**config.mk**
```make
export PLATFORM = sky130hd
export DESIGN_NAME = pll_pingpong_seq
export DESIGN_NICKNAME = d
export VERILOG_FILES = /design/src/rtl/pps_pkg.sv /design/src/rtl/pps_datapath.sv /design/src/rtl/pps_ctrl.sv /design/src/rtl/pll_pingpong_seq.sv
export SDC_FILE = /design/constraint.sdc
export NUM_CORES = 1
export LEC_CHECK = 0
export CELL_PAD_IN_SITES_DETAIL_PLACEMENT = 1
export CELL_PAD_IN_SITES_GLOBAL_PLACEMENT = 2
export CORE_MARGIN = 5
export CORE_UTILIZATION = 35
export DETAILED_ROUTE_END_ITERATION = 8
export PLACE_DENSITY_LB_ADDON = 0.1
export SLEW_MARGIN = 20
export SYNTH_ARGS = -nofsm -noshare
export SYNTH_HDL_FRONTEND = slang
export SYNTH_SLANG_ARGS = --single-unit
export TNS_END_PERCENT = 30
```
**constraint.sdc**
```tcl
create_clock -name clk -period 7.7 [get_ports clk]
set_input_delay 2.31 -clock clk [delete_from_list [all_inputs] [get_ports clk]]
set_output_delay 2.31 -clock clk [all_outputs]
set_load 0.03 [all_outputs]
```
**src/rtl/pps_pkg.sv**
```systemverilog
package pps_pkg;

  typedef enum logic [2:0] {
    ST_IDLE,
    ST_PROG,
    ST_WAIT_LOCK,
    ST_SETTLE,
    ST_SWITCH,
    ST_FIN
  } seqState_t;

  // strobes from control to datapath
  typedef struct packed {
    logic latchReq;  // capture target, save divisor
    logic preDiv;    // raise divisor ahead of an upward switch
    logic commit;    // flip mux, adopt rate, settle divisor
    logic restore;   // abandon: put saved divisor back
  } seqStb_t;

endpackage

```
**src/rtl/pps_datapath.sv**
```systemverilog
module pps_datapath
  import pps_pkg::*;
#(
  parameter int RATE_W      = 13,
  parameter int DIV_W       = 3,
  parameter int BUS_MAX_MHZ = 750
) (
  input  logic              clk,
  input  logic              rstN,
  input  logic [RATE_W-1:0] reqRate,
  input  seqStb_t           stb,
  output logic              muxSel,
  output logic [DIV_W:0]    busDiv,
  output logic [RATE_W-1:0] progRate,
  output logic              scaleUp,
  output logic              sameRate
);
  localparam int DIV_MIN = 2;
  localparam int DIV_MAX = 1 << DIV_W;

  logic [RATE_W-1:0] curRate, target;
  logic [DIV_W:0]    savedDiv, newDiv;

  always_comb begin
    int unsigned quo;
    quo = (32'(target) + 32'(BUS_MAX_MHZ) - 32'd1) / 32'(BUS_MAX_MHZ);
    if (quo < 32'(DIV_MIN))      quo = 32'(DIV_MIN);
    else if (quo > 32'(DIV_MAX)) quo = 32'(DIV_MAX);
    newDiv = (DIV_W+1)'(quo);
  end

  assign scaleUp  = target > curRate;
  assign sameRate = target == curRate;
  assign progRate = target;

  always_ff @(posedge clk) begin
    if (!rstN) begin
      muxSel   <= 1'b0;
      curRate  <= '0;
      target   <= '0;
      busDiv   <= (DIV_W+1)'(DIV_MIN);
      savedDiv <= (DIV_W+1)'(DIV_MIN);
    end else begin
      if (stb.latchReq) begin
        target   <= reqRate;
        savedDiv <= busDiv;
      end
      if (stb.preDiv)  busDiv <= newDiv;
      if (stb.restore) busDiv <= savedDiv;
      if (stb.commit) begin
        muxSel  <= ~muxSel;
        curRate <= target;
        if (!sameRate) busDiv <= newDiv;
      end
    end
  end
endmodule

```
**src/rtl/pps_ctrl.sv**
```systemverilog
module pps_ctrl
  import pps_pkg::*;
#(
  parameter int CYC_PER_US      = 2,
  parameter int LOCK_TIMEOUT_US = 44,
  parameter int SETTLE_US       = 30
) (
  input  logic    clk,
  input  logic    rstN,
  input  logic    reqValid,
  input  logic    idleLocked,
  input  logic    scaleUp,
  output seqStb_t stb,
  output logic    progStrobe,
  output logic    busy,
  output logic    done,
  output logic    error
);
  localparam int LOCK_CYC   = LOCK_TIMEOUT_US * CYC_PER_US;
  localparam int SETTLE_CYC = SETTLE_US * CYC_PER_US;
  localparam int CNT_MAX    = (LOCK_CYC > SETTLE_CYC) ? LOCK_CYC : SETTLE_CYC;
  localparam int CNT_W      = $clog2(CNT_MAX + 1);

  seqState_t state, nextState;
  logic [CNT_W-1:0] cnt;
  logic errFlag, lockTimeout;

  assign lockTimeout = (state == ST_WAIT_LOCK) && !idleLocked &&
                       (cnt == CNT_W'(LOCK_CYC - 1));

  always_comb begin
    stb          = '0;
    stb.latchReq = (state == ST_IDLE) && reqValid;
    stb.preDiv   = (state == ST_PROG) && scaleUp;
    stb.commit   = (state == ST_SWITCH);
    stb.restore  = lockTimeout;
    progStrobe   = (state == ST_PROG);
    busy         = (state != ST_IDLE);
    done         = (state == ST_FIN);
    error        = done && errFlag;
  end

  always_comb begin
    nextState = state;
    unique case (state)
      ST_IDLE:      if (reqValid) nextState = ST_PROG;
      ST_PROG:      nextState = ST_WAIT_LOCK;
      ST_WAIT_LOCK: if (idleLocked) nextState = ST_SETTLE;
                    else if (lockTimeout) nextState = ST_FIN;
      ST_SETTLE:    if (cnt == CNT_W'(SETTLE_CYC - 1)) nextState = ST_SWITCH;
      ST_SWITCH:    nextState = ST_FIN;
      ST_FIN:       nextState = ST_IDLE;
      default:      nextState = ST_IDLE;
    endcase
  end

  always_ff @(posedge clk) begin
    if (!rstN) begin
      state   <= ST_IDLE;
      cnt     <= '0;
      errFlag <= 1'b0;
    end else begin
      state <= nextState;
      if (state != nextState) cnt <= '0;
      else                    cnt <= cnt + 1'b1;
      if (stb.latchReq)     errFlag <= 1'b0;
      else if (lockTimeout) errFlag <= 1'b1;
    end
  end
endmodule

```
**src/rtl/pll_pingpong_seq.sv**
```systemverilog
module pll_pingpong_seq
  import pps_pkg::*;
#(
  parameter int RATE_W          = 13,
  parameter int DIV_W           = 3,
  parameter int BUS_MAX_MHZ     = 750,
  parameter int CYC_PER_US      = 2,
  parameter int LOCK_TIMEOUT_US = 44,
  parameter int SETTLE_US       = 30
) (
  input  logic              clk,
  input  logic              rstN,
  input  logic              reqValid,
  input  logic [RATE_W-1:0] reqRate,
  output logic              busy,
  output logic              done,
  output logic              error,
  output logic [1:0]        pllProgEn,
  output logic [RATE_W-1:0] pllProgRate,
  input  logic [1:0]        pllLocked,
  output logic              muxSel,
  output logic [DIV_W:0]    busDiv
);
  seqStb_t stb;
  logic progStrobe, scaleUp, sameRate, idleLocked;

  assign idleLocked = pllLocked[~muxSel];

  for (genvar i = 0; i < 2; i++) begin : g_prog
    assign pllProgEn[i] = progStrobe && (muxSel != i[0]);
  end

  pps_ctrl #(
    .CYC_PER_US(CYC_PER_US), .LOCK_TIMEOUT_US(LOCK_TIMEOUT_US), .SETTLE_US(SETTLE_US)
  ) u_ctrl (
    .clk(clk), .rstN(rstN), .reqValid(reqValid), .idleLocked(idleLocked),
    .scaleUp(scaleUp), .stb(stb), .progStrobe(progStrobe),
    .busy(busy), .done(done), .error(error)
  );

  pps_datapath #(
    .RATE_W(RATE_W), .DIV_W(DIV_W), .BUS_MAX_MHZ(BUS_MAX_MHZ)
  ) u_dp (
    .clk(clk), .rstN(rstN), .reqRate(reqRate), .stb(stb), .muxSel(muxSel),
    .busDiv(busDiv), .progRate(pllProgRate), .scaleUp(scaleUp), .sameRate(sameRate)
  );
endmodule

```
After elaboration in Yosys (flattened, before gate mapping)
Index checks and enable logic that the tools add are counted.
Widths: inputs -> output; s select.
Storage, ports and cells
  input bits: 18
  register bits after elaboration: 46
  output and inout bits: 23
  logic and storage cells: 52
Operators by class
  reduce and logical (&&, ||, !) cells: 12
  equal/unequal tests: 9
  mux-type cells: 13
  div/mod/pow operators: 1
  order comparisons: 4
  bitwise gates (word level): 2
  $add $sub $neg: 3
Operator list (number)
  $div 32x10->32 const B: 1
  $gt 32x4->1 const B: 1
  $lt 32x2->1 const B: 1
  $sub 32x1->32 const B: 1
  $mux 4: 6
  $pmux 3 s5: 1
  $add 13x10->14 const B: 1
  $eq 13x13->1: 1
  $gt 13x13->1: 1
  $mux 3: 4
  $add 7x1->7 const B: 1
  $eq 7x6->1 const B: 1
  $eq 7x7->1 const B: 1
  $logic_and 1x1->1: 7
  $eq 3x2->1 const B: 2
  $eq 3x3->1 const B: 2
  $reduce_or 2->1: 2
  $eq 3x1->1 const B: 1
  $logic_not 3->1: 1
  $ne 3x3->1: 1
  $reduce_bool 3->1: 1
  $lt 1x2->1 const B: 1
  $mux 1: 2
  $not 1->1: 2
  $logic_not 1->1: 1

Depth between registers and ports, before layout
  word-level depth: 11
  depth in mapped cells: 31
  mapped depth without buffers: 28

Modules after synthesis
Synthesis repeated with hierarchy kept, for this count alone.
Second synthesis, totals
  cells, all modules: 529
  area, all modules: 4229.1 um^2
By module, submodules not included
  pps_datapath: instances 1, sequential area each 700.7 um^2, cells each 453, area each 3574.7 um^2
  pps_ctrl: instances 1, sequential area each 220.2 um^2, cells each 73, area each 623.1 um^2
  pll_pingpong_seq: instances 1, sequential area each 0.0 um^2, cells each 3, area each 31.3 um^2

Worst setup path after synthesis
No wires, ideal clock.
  path kind: reg2reg
  start: register u_dp.target[1], in the netlist u_dp.progRate[1]
  end: register u_dp.busDiv[0]
  data arrival time: 7155 ps
  path slack: 422 ps
  path buffers: 1
  clock period less this slack: 7278 ps
  required time: 7577 ps
  stages on the path, launching flop included: 29
  library setup time: 123 ps
  cells stage by stage: dfxtp_1 > inv_1 > ha_1 > buf_2 > nor2_1 > o221ai_1 > a211o_1 > nor4_2 > and4_1 > ha_1 > inv_1 > nand2_1 > a31o_2 > o32ai_1 > a31oi_2 > a311o_2 > a21oi_2 > o21ai_2 > a211oi_1 > mux2i_1 > nand2_1 > a221o_1 > o211ai_2 > a2111oi_1 > a311oi_2 > nand2_2 > o32a_1 > a211oi_2 > nor3_2
On the way
  longest elaborated chain between the ends: 10
  elaborated cells on any way between the ends: 14
  classes of those cells: add/sub (2); div (1); order compare (3); eq/ne (1); mux (6); reduce/logical (1)
RTL lines
  start: declaration: line pps_datapath.sv:21  | logic [RATE_W-1:0] curRate, target;
  start signal: assignment: line pps_datapath.sv:45  | target <= reqRate;
  $add 13x10->14: line pps_datapath.sv:26  | quo = (32'(target) + 32'(BUS_MAX_MHZ) - 32'd1) / 32'(BUS_MAX_MHZ);
  $sub 32x1->32: line pps_datapath.sv:26
  $div 32x10->32: line pps_datapath.sv:26
  $gt 32x4->1: line pps_datapath.sv:28  | else if (quo > 32'(DIV_MAX)) quo = 32'(DIV_MAX);
  $mux 4: line pps_datapath.sv:28
  $mux 4: line pps_datapath.sv:27  | if (quo < 32'(DIV_MIN)) quo = 32'(DIV_MIN);
  $mux 4: line pps_datapath.sv:48  | if (stb.preDiv) busDiv <= newDiv;
  $mux 4: line pps_datapath.sv:49  | if (stb.restore) busDiv <= savedDiv;
  $mux 4: line pps_datapath.sv:53  | if (!sameRate) busDiv <= newDiv;
  $mux 4 *: line pps_datapath.sv:50  | if (stb.commit) begin
  end signal: assignment: line pps_datapath.sv:48
  end signal: assignment: line pps_datapath.sv:49
  end signal: assignment: line pps_datapath.sv:53
  end: declaration: line pps_datapath.sv:13  | output logic [DIV_W:0] busDiv,
Every way passes the cells marked *; elsewhere a longest branch is shown, timed or not.
A chain may end at the register's enable or synchronous reset.

Final worst setup path
Ends and elaborated chain as after synthesis.

==> run_results.csv <==
group,metric,value,unit
global_routing,antenna_found_initial,0,
run,cap_violations,0,
critical_path,max_stage_delay,0.41,ns
worst_hold_path,min_path_type,"reg2reg",
final_layout,final_cells,979,
synthesis,avgSynthCellArea,7.272,um2
timing,final-setup-viol-count,0,
detailed_routing,via_per_inst,5.928,
worst_hold_path,min_to,"u_ctrl.errFlag$_SDFFE_PP0P_",
status,status,"complete, no violations",
critical_path,setup.worst_path.start,"u_dp.progRate[1]$_SDFFE_PN0P_",
timing,slew_headroom,0.4568,
final_layout,final_common_cell,"nand2_1",
power_and_ir_drop,p_leak,2.228,nW
power_and_ir_drop,power,1.085,mW
place,hpwl,14.61,mm
synthesis,yosysUniqueCellTypes,94,
power_and_ir_drop,ir_drop,117.2,uV
global_routing,grt_max_degree,41,
critical_path,crit_top_cell,"buf_4",
detailed_routing,routedWlPerCell,19.21,um
floorplan,die_area,0.01771,mm2
place,gp_congestion,0.8882,
timing,finalHoldViolCount,0,
synthesis,synth_area_leaders,"dfxtp_1, nand2_1, ha_1",
floorplan,pin_count,41,
final_layout,multiInputGateArea,0.004244,mm2
critical_path,r2r_end,"u_dp.busDiv[0]$_SDFF_PN0_",
detailed_routing,finalWirelength,18.80,mm
floorplan,die_h,133.1,um
synthesis,async_flop_share,0,
cts,clock-sinks,46,
synthesis,ys_ff_latch,46,
critical_path,crit_slowest_cell,"o311a_1",
detailed_routing,ant_nets,0,
cts,cts_tree,"done",
timing,worstMarginPinSlew,0.8090,ns
synthesis,syn_inst,729,
cts,holdBufCountCts,0,
floorplan,row_count,45,
critical_path,crit_type,"reg2reg",
synthesis,synth_edf_count,0,
global_routing,grt-ovfl-total,0,
critical_path,crit_family,"compound AO/OA/AOI/OAI gates",
global_routing,gr-usage-all-layers,0.2026,
final_layout,drive_above_1_share,0.1479,
critical_path,r2r_start,"u_dp.progRate[1]$_SDFFE_PN0P_",
synthesis,synth-warning-count,0,
synthesis,ys.flop_type,"dfxtp_1",
synthesis,synth_top_cell_by_area,"dfxtp_1",
synthesis,synth.yosys.seq_area_share,0.1737,
detailed_routing,vias,5804,
cts,cts_buffers,5,
final_layout,final_util,0.4253,
timing,fin_crit,7.312,ns
critical_path,critPathArrivalTime,7.49,ns
synthesis,syn_area,0.005301,mm2
cts,insertion_delay,0.29,ns
place,dp_cells,963,
global_routing,grt_pass1_wl,30.20,mm
timing,fmax,0.1368,GHz
timing,finClkSkew,0.005478,ns
timing,layout_setup_ws,0.3879,ns
synthesis,synth_top_area_frac,0.1737,
floorplan,core_area,0.01503,mm2
place,pre_cts_ws,0.1784,ns
critical_path,reg2reg_depth,27,
critical_path,worstPathRequired,7.88,ns
final_layout,nFillCells,1890,
global_routing,grt_pass1_vias,5893,
critical_path,crit_buf_inv,4,
worst_hold_path,hold_depth,2,
timing,drv_slew,0,
cts,cts_buffer_depth,2,
detailed_routing,drtPass1Iterations,5,
final_layout,nets,828,
detailed_routing,drcViolationCount,0,
final_layout,ff_latch_area,923.4,um2
cts,htree_levels,2,
floorplan,initial_core_util,0.3526,
worst_hold_path,min_from,"u_ctrl.errFlag$_SDFFE_PP0P_",
timing,fin_setup_tns,0,ns
critical_path,start_kind,"flip-flop",
cts,path_clk_slew,0.06,ns
final_layout,final_cell_mix,"nand2_1, nor2_1, dfxtp_1",
critical_path,cp_max_fo,11,
final_layout,area_growth,20.60,%
synthesis,syn_nets,767,
cts,cts-root-buf,"clkbuf_16",
critical_path,cp-end-kind,"flip-flop",
power_and_ir_drop,p_per_area,169.6,mW/mm2
critical_path,ff2ff_setup_slack,0.39,ns
place,numPortBuffers,40,
final_layout,antennaDiodeCount,0,
detailed_routing,drt-initial-drc-count,322,
floorplan,die-width,133.1,um
timing,fin_crit_sh,0.9496,
cells by family (layout without fill, tap and decap cells):
logic type | count (synthesis) | count (layout) | share of synthesized area
simple gates | 305 | 305 | 0.2785
mux | 14 | 14 | 0.02856
xor+xnor | 40 | 40 | 0.06892
buf+inv | 62 | 123 | 0.04626
fa+ha+maj | 21 | 21 | 0.04909
compound gates | 241 | 242 | 0.3550
flops | 46 | 46 | 0.1737
tightest hold or removal path, cell delays in order (launching register included):
cell	delay, ns
dfxtp_1	0.31
inv_1	0.04
a21oi_1	0.05
flip-flops by register name, summed over array words and instances (netlist names):
signal,cells
u_dp.busDiv,4
u_dp.curRate,13
u_dp.savedDiv,4
u_ctrl.errFlag,1
u_dp.muxSel,1
u_ctrl.state,3
u_dp.progRate,13
u_ctrl.cnt,7
how the worst max path moves through the flow:
stage,to,depth (start not counted)
final,u_dp.busDiv[0]$_SDFF_PN0_,27
after global routing,u_dp.busDiv[0]$_SDFF_PN0_,29
after CTS,u_dp.busDiv[0]$_SDFF_PN0_,30
after detailed placement,u_dp.busDiv[0]$_SDFF_PN0_,29
after global placement,u_dp.busDiv[0]$_SDFF_PN0_,29
after floorplan,u_dp.busDiv[0]$_SDFF_PN0_,28
through the flow:
step                      hold slack, ns  area, um2
after floorplan                   0.4172       5301
after global placement            0.4259       6087
after detailed placement          0.4369       6087
after CTS                         0.4471       6235
after global routing              0.4791       6394
final                             0.4403       6394
power breakdown:
group / leakage, nW / switching, mW / internal, mW
Clock: 0.0739 / 0.0913 / 0.129
Sequential: 0.375 / 0.0194 / 0.249
Combinational: 1.78 / 0.370 / 0.226
repair_timing:
item,CTS,global route
setup buffers,0,7
setup endpoints to repair,0,2
resized for setup,0,21
final cells by class:
class / count / area share
clock inverter: 1 / 0.0007828
multi-input combinational: 622 / 0.6638
inverter: 32 / 0.01879
tap: 188 / 0.03679
sequential: 46 / 0.1444
clock buffer: 7 / 0.02231
timing repair buffer: 83 / 0.1131
cells in the mapped netlist (all sizes together), types with 8 or more instances:
| cell type | instances |
|---|---|
| dfxtp | 46 |
| a211oi | 10 |
| nor3 | 28 |
| buf | 10 |
| inv | 31 |
| o32ai | 9 |
| or3 | 8 |
| xor2 | 11 |
| nand2b | 10 |
| clkbuf | 20 |
| nand4 | 9 |
| mux2i | 8 |
| or2 | 9 |
| o21a | 8 |
| nand2 | 106 |
| ha | 20 |
| xnor2 | 29 |
| nand3 | 29 |
| o211ai | 14 |
| a21oi | 36 |
| nor2 | 67 |
| o21ai | 38 |
| a31oi | 15 |
| a21boi | 32 |
metal layers:
layer	share of wire	global-route usage	vias to the layer above
met5	0	0	-
met4	0.020	0.05543	0
met3	0.026	0.02091	30
met2	0.49	0.3555	108
met1	0.47	0.2632	2822
li1	-	-	2844
Note: power is estimated with default switching activity, not from simulation.
